<file path="config.mk">
export PLATFORM = sky130hd
export DESIGN_NAME = qbio_port
export DESIGN_NICKNAME = d
export VERILOG_FILES = /design/src/rtl/qbio_pkg.sv /design/src/rtl/qbio_latch.sv /design/src/rtl/qbio_sync.sv /design/src/rtl/qbio_drive.sv /design/src/rtl/qbio_port.sv
export SDC_FILE = /design/constraint.sdc
export NUM_CORES = 1
export LEC_CHECK = 0
export ABC_AREA = 1
export BUFFER_PORTS_ARGS = -buffer_cell sky130_fd_sc_hd__buf_2
export CAP_MARGIN = 20
export CORE_ASPECT_RATIO = 0.75
export CORE_MARGIN = 5
export CORE_UTILIZATION = 38
export CTS_BUF_LIST = sky130_fd_sc_hd__clkbuf_8 sky130_fd_sc_hd__clkbuf_16
export CTS_CLUSTER_DIAMETER = 30
export CTS_CLUSTER_SIZE = 30
export DETAILED_ROUTE_END_ITERATION = 10
export GPL_TIMING_DRIVEN = 0
export PLACE_DENSITY = 0.78
export SYNTH_ARGS = -nofsm -noshare
export SYNTH_HDL_FRONTEND = slang
export SYNTH_SLANG_ARGS = --single-unit
</file>
<file path="constraint.sdc">
create_clock -name clk -period 0.8 [get_ports clk]
set_clock_uncertainty 0.1 [all_clocks]
set_input_delay 0 -clock clk [delete_from_list [all_inputs] [get_ports clk]]
set_output_delay 0 -clock clk [all_outputs]
set_load 0.03 [all_outputs]
</file>
<file path="src/rtl/qbio_pkg.sv">
package qbio_pkg;

  typedef enum logic [1:0] {
    PULL_NONE  = 2'b00,
    PULL_WEAK  = 2'b01,
    PULL_BURST = 2'b10,
    PULL_BURSTX = 2'b11
  } pull_e;

  function automatic logic style_has_weak(input logic [1:0] sel);
    return sel != PULL_NONE;
  endfunction

  function automatic logic style_has_burst(input logic [1:0] sel);
    return sel[1];
  endfunction

  function automatic logic bit_rises(input logic old_v, input logic new_v);
    return ~old_v & new_v;
  endfunction

endpackage

</file>
<file path="src/rtl/qbio_latch.sv">
module qbio_latch #(
  parameter int W = 8,
  parameter int BOOST_CYCLES = 1
) (
  input  logic         clk,
  input  logic         rst_n,
  input  logic         wr_en,
  input  logic [W-1:0] wr_data,
  output logic [W-1:0] latch_q,
  output logic [W-1:0] rise_evt,
  output logic [W-1:0] burst_act
);
  import qbio_pkg::*;

  localparam int CW = (BOOST_CYCLES < 2) ? 1 : $clog2(BOOST_CYCLES + 1);
  localparam logic [CW-1:0] LOAD = CW'(BOOST_CYCLES);

  always_ff @(posedge clk) begin
    if (!rst_n)     latch_q <= '1;
    else if (wr_en) latch_q <= wr_data;
  end

  for (genvar i = 0; i < W; i++) begin : g_bit
    logic [CW-1:0] cnt;
    assign rise_evt[i] = wr_en & bit_rises(latch_q[i], wr_data[i]);
    always_ff @(posedge clk) begin
      if (!rst_n)                    cnt <= '0;
      else if (rise_evt[i])          cnt <= LOAD;
      else if (wr_en && !wr_data[i]) cnt <= '0;
      else if (cnt != '0)            cnt <= cnt - 1'b1;
    end
    assign burst_act[i] = (cnt != '0);
  end

endmodule

</file>
<file path="src/rtl/qbio_sync.sv">
module qbio_sync #(
  parameter int W = 8
) (
  input  logic         clk,
  input  logic         rst_n,
  input  logic [W-1:0] async_in,
  output logic [W-1:0] sync_out
);
  logic [W-1:0] stage1;

  always_ff @(posedge clk) begin
    if (!rst_n) begin
      stage1   <= '1;
      sync_out <= '1;
    end else begin
      stage1   <= async_in;
      sync_out <= stage1;
    end
  end

endmodule

</file>
<file path="src/rtl/qbio_drive.sv">
module qbio_drive #(
  parameter int W = 8
) (
  input  logic [W-1:0] latch_q,
  input  logic [W-1:0] burst_act,
  input  logic [1:0]   pull_sel,
  input  logic         bus_mode,
  input  logic [W-1:0] bus_out,
  output logic [W-1:0] pd_en,
  output logic [W-1:0] wpu_en,
  output logic [W-1:0] spu_en
);
  import qbio_pkg::*;

  always_comb begin
    if (bus_mode) begin
      pd_en  = ~bus_out;
      spu_en = bus_out;
      wpu_en = '0;
    end else begin
      pd_en  = ~latch_q;
      wpu_en = style_has_weak(pull_sel) ? latch_q : '0;
      spu_en = style_has_burst(pull_sel) ? (latch_q & burst_act) : '0;
    end
  end

endmodule

</file>
<file path="src/rtl/qbio_port.sv">
module qbio_port #(
  parameter int W = 8,
  parameter int BOOST_CYCLES = 1
) (
  input  logic         clk,
  input  logic         rst_n,
  input  logic         wr_en,
  input  logic [W-1:0] wr_data,
  input  logic [1:0]   pull_sel,
  input  logic         bus_mode,
  input  logic [W-1:0] bus_out,
  input  logic [W-1:0] pin_in,
  output logic [W-1:0] rd_latch,
  output logic [W-1:0] rd_pin,
  output logic [W-1:0] pd_en,
  output logic [W-1:0] wpu_en,
  output logic [W-1:0] spu_en
);
  logic [W-1:0] latch_q;
  logic [W-1:0] rise_evt;
  logic [W-1:0] burst_act;

  qbio_latch #(.W(W), .BOOST_CYCLES(BOOST_CYCLES)) u_latch (
    .clk(clk), .rst_n(rst_n), .wr_en(wr_en), .wr_data(wr_data),
    .latch_q(latch_q), .rise_evt(rise_evt), .burst_act(burst_act)
  );

  qbio_sync #(.W(W)) u_sync (
    .clk(clk), .rst_n(rst_n), .async_in(pin_in), .sync_out(rd_pin)
  );

  qbio_drive #(.W(W)) u_drive (
    .latch_q(latch_q), .burst_act(burst_act), .pull_sel(pull_sel),
    .bus_mode(bus_mode), .bus_out(bus_out),
    .pd_en(pd_en), .wpu_en(wpu_en), .spu_en(spu_en)
  );

  assign rd_latch = latch_q;

endmodule

</file>
Word level (Yosys, flattened, before mapping)
Cells that the tools add are included.

Muxes and demuxes: 29. Reduce and logical (&&, ||, !) cells: 17. Bitwise logic cells: 27. Add/sub/neg operators: 8.

Operator list (count): two-way mux 8 bit (5); two-way mux 1 bit (24); bitwise AND 1 bit (16); NOT 8 bit (2); bitwise AND 8 bit (1); logical AND 1 bit (8); logical NOT 1 bit (8); NOT 1 bit (8); subtractor 1 bit (second input constant) (8); nonzero test 2 bit (1).

Register bits: 32.

Longest topological paths before layout
Depth in word-level cells: 4. Depth in mapped cells: 4.

Hierarchy
A second synthesis with hierarchy kept.

Cells, all modules: 227. Area total of the unflattened synthesis: 1561.5 um2.

By module, submodules not included: qbio_latch (cells each 85, instances 1, area each 684.4 um2); qbio_sync (cells each 50, instances 1, area each 479.2 um2); qbio_drive (cells each 92, instances 1, area each 397.9 um2).

Worst setup path before layout
OpenSTA, ideal clock, no wires.

Path kind: flip-flop to output port. Start: register u_latch.latch_q[1]. End: output port spu_en[1]. Data arrival time: 1338 ps. Buffers on the path: 0. Stages on the path, launching flop included: 3. Slack: -638 ps. Cell sequence: dfxtp_1 -> nand2_1 -> o21ai_0.

Longest elaborated chain between the ends: 3.

Ends and longest elaborated chain: start: declaration (RTL line qbio_latch.sv:9) `output logic [W-1:0] latch_q,`; start signal: assignment (RTL line qbio_latch.sv:20) `else if (wr_en) latch_q <= wr_data;`; bitwise AND 8 bit (RTL line qbio_drive.sv:23) `spu_en = style_has_burst(pull_sel) ? (latch_q & burst_act) : '0;`; two-way mux 8 bit (RTL line qbio_drive.sv:23); two-way mux 8 bit (RTL line qbio_drive.sv:16) `if (bus_mode) begin`; end: declaration (RTL line qbio_port.sv:17) `output logic [W-1:0] spu_en`.

No other way between the ends.

Final worst setup path
Start: register u_latch.latch_q[5]. End: output port spu_en[5].

The elaborated chain is that of the path after synthesis.

==> metrics.md <==
| Metric | Value |
|---|---|
| Final HPWL DP | `2.41 mm` |
| TritonCTS clock tree | `done` |
| Combinational share of power | `31.5%` |
| Area after DPL | `1800 um2` |
| Area Overhead vs Synth | `127%` |
| Final setup violation count | `57` |
| Final WL | `5.00 mm` |
| Yosys Warn Count | `0` |
| Grt ovf | `0` |
| Post-route setup slack | `-335 ps` |
| Initial Util | `39.5%` |
| Largest net degree at the start of global routing | `11` |
| Clock Tree Root | `clkbuf_8` |
| Crit-path max FO | `3` |
| Final min period | `1140 ps` |
| Switching power | `1.37 mW` |
| CTS clk-pin slew, worst paths | `70 ps` |
| Synth Flop Type | `dfxtp_1` |
| Count leader, synth | `nand2_1` |
| Pre-CTS WS | `-181 ps` |
| Register bit count reported by yosys | `32` |
| Avg Vias per Cell | `4.95` |
| Post-layout util | `89.6%` |
| Netlist Area Pre-Place | `1170 um2` |
| Synth top area share | `54.9%` |
| RR Endpoint | `u_latch.latch_q[7]` |
| Critical Path Slowest Stage Cell | `dfxtp_4` |
| Final nets | `271` |
| Worst-Skew Late Latency | `280 ps` |
| Final hold violation count | `15` |
| Internal power | `2.98 mW` |
| Failing checks | `hold timing, setup timing` |
| Status | `finished with violations` |
| DRT antenna net count | `0` |
| Worst hold start | `rst_n` |
| Min-Delay Path Depth | `2` |
| CP Class | `reg -> out` |
| Placer Congestion | `0.728` |
| Largest cells by area after synthesis | `dfxtp_1 55%, nand2_1 13%, or2_1 6.4%, and2_1 4.3%, nand3_1 3.4%` |
| Core area | `2960 um2` |
| Most instantiated cells after synthesis | `40 x nand2_1, 32 x dfxtp_1, 12 x or2_1` |
| # diodes | `0` |
| CP Launch Type | `register` |
| Slew headroom | `63.0%` |
| Share of flip-flops with an asynchronous set or reset | `0%` |
| Worst r2r src | `u_latch.latch_q[7]` |
| Worst slew pin tran | `553 ps` |
| Layout cells sized above 1 | `72.3%` |
| Worst EP required | `700 ps` |
| Worst Reg2Reg Path Length in Cells | `4` |
| Cells after synthesis | `138` |
| Post-synth top area cell | `dfxtp_1` |
| Routed WL per cell | `17.9 um` |
| WP data arrival | `1040 ps` |
| Mean Syn Cell Area | `8.46 um2` |
| Slew Limit Fails | `0` |
| R2r setup slk | `-180 ps` |
| Fmax | `881 MHz` |
| # hold bufs at CTS | `16` |
| Final std cells w/o fill | `280` |
| Vias in the first global route | `1356` |
| Num rows | `17` |
| Syn_nets | `168` |
| Total CTS buffers | `5` |
| Initial antenna violation count | `0` |
| Filler cell count | `126` |
| Hold Crit Class | `in -> reg` |
| H-Tree Level Count | `2` |
| Setup repair after global routing missed its margin | `true` |
| Clock sinks | `32` |
| Pwr per Cell Area | `1640 nW/um2` |
| Leak Pwr | `1.21 nW` |
| Pre-antenna DRT Iters | `4` |
| Port Buf Inserts | `65` |
| # DRC | `0` |
| Hold_ws | `-154 ps` |
| DIE HEIGHT | `58 um` |
| Final std cell area, no fill | `2650 um2` |
| DR vias | `1385` |
| Setup crit end kind | `primary output` |
| Critical-path cell list | `nand2_4 > o21ai_4 > buf_6` |
| Clock power frac | `29.0%` |
| First-pass GRT wire length | `6.62 mm` |
| Clock tree buffer depth | `2` |
| Sequential element share of the synthesized area | `54.9%` |
| Post-synth EDFFs | `0` |
| Critical Path Max Stage Delay | `370 ps` |
| Switching Fraction | `31.6%` |
| GRT Overall Usage | `20.7%` |
| Crit share post-route | `142%` |
| Top-level port count | `70` |
| Distinct cells, synth | `16` |
| DRT iter0 DRCs | `82` |
| Full die area | `4290 um2` |
| Dpl cells | `241` |
| Max Cap Viol | `0` |
| Die Span X | `74 um` |
| Share of power burned in registers | `39.5%` |
| IR drop worst, VDD | `1750 uV` |
| Hold path endpoint | `u_latch.latch_q[0]` |
logic make-up after synthesis:
| group | count (synthesis) | synth area share [%] |
|---|---|---|
| simple gates | 89 | 36.1 |
| compound gates | 8 | 3.43 |
| flops | 32 | 54.9 |
| buf+inv | 9 | 5.57 |
worst max-delay path by stage:
stage	start	slack, ps	cells past startpoint	to
4_1_cts	u_latch.latch_q[2]	-290	3	spu_en[2]
6_report	u_latch.latch_q[5]	-340	3	spu_en[5]
3_5_place_dp	pull_sel[1]	-180	4	wpu_en[4]
3_3_place_gp	pull_sel[1]	-180	4	wpu_en[2]
5_1_grt	u_latch.latch_q[5]	-360	3	spu_en[5]
2_1_floorplan	u_latch.latch_q[0]	-40	2	spu_en[0]
timing repair:
item	CTS	global route
endpoints found under the setup margin	41	63
endpoints found under the hold margin	28	14
pin swaps	14	6
gates resized for setup	113	33
setup buffers	14	2
layout by cell type, fill, tap and decap left out:
cell | Yosys | layout
nand3_1 | 8 | 2
or2_4 | 0 | 2
nand2_1 | 40 | 20
clkbuf_8 | 0 | 6
inv_1 | 1 | 3
inv_4 | 0 | 1
nor2_4 | 1 | 9
nand3_2 | 0 | 6
inv_6 | 1 | 1
buf_6 | 3 | 59
or2_2 | 4 | 2
nor3_4 | 0 | 4
dlymetal6s4s_1 | 0 | 5
nand2_2 | 0 | 9
nand2_4 | 0 | 11
o21ai_4 | 0 | 8
dfxtp_4 | 0 | 8
dfxtp_1 | 32 | 14
or2_1 | 12 | 12
and2_4 | 0 | 8
dfxtp_2 | 0 | 10
buf_2 | 3 | 27
nor3_2 | 0 | 4
dlygate4sd3_1 | 0 | 11
per-layer routing:
layer | track usage, % | share of wire, % | routed length (um)
met1 | 21.1 | 39 | 1940
met2 | 40.5 | 54 | 2720
met3 | 5.37 | 4.4 | 221
met4 | 5.94 | 2.5 | 124
met5 | 0 | 0 | 0
registers in the layout, summed over array words and instances (netlist names):
name / cells
u_latch.g_bit.cnt: 8
u_latch.latch_q: 8
u_sync.sync_out: 8
u_sync.stage1: 8
per-stage QoR:
step / setup TNS [ps] / power, mW
after floorplan: -328 / 2.38
after global placement: -3370 / 2.60
after detailed placement: -3550 / 2.62
after CTS: -8780 / 4.18
after global routing: -11320 / 4.51
final: -9910 / 4.35
cell type report:
| class | instances | area [um2] | share of cell area (%) |
|---|---|---|---|
| repair buffers | 96 | 923 | 34.9 |
| multi-input cells | 97 | 837 | 31.6 |
| flip-flops and latches | 32 | 683 | 25.8 |
| clock buffers | 6 | 82.6 | 3.12 |
| plain buffers | 6 | 48.8 | 1.84 |
| well taps | 38 | 47.5 | 1.79 |
| inverters | 3 | 18.8 | 0.709 |
| clock inverters | 2 | 7.51 | 0.283 |
worst max-delay path, delay by kind of cell, from the launching register on:
| kind | cells | cell delay, ps |
|---|---|---|
| AND/OR/NAND/NOR | 1 | 70 |
| flip-flops | 1 | 370 |
| buffers and inverters | 1 | 160 |
| AO/OA/AOI/OAI | 1 | 140 |
power groups by stage:
stage	clock network (mW)	logic (mW)	registers [mW]
floorplan	0	0.546	1.83
global placement	0	0.854	1.75
detailed placement	0	0.868	1.75
CTS	1.23	1.24	1.71
global route	1.35	1.43	1.72
finish	1.26	1.37	1.72
Power figures use the tool's default switching activity.
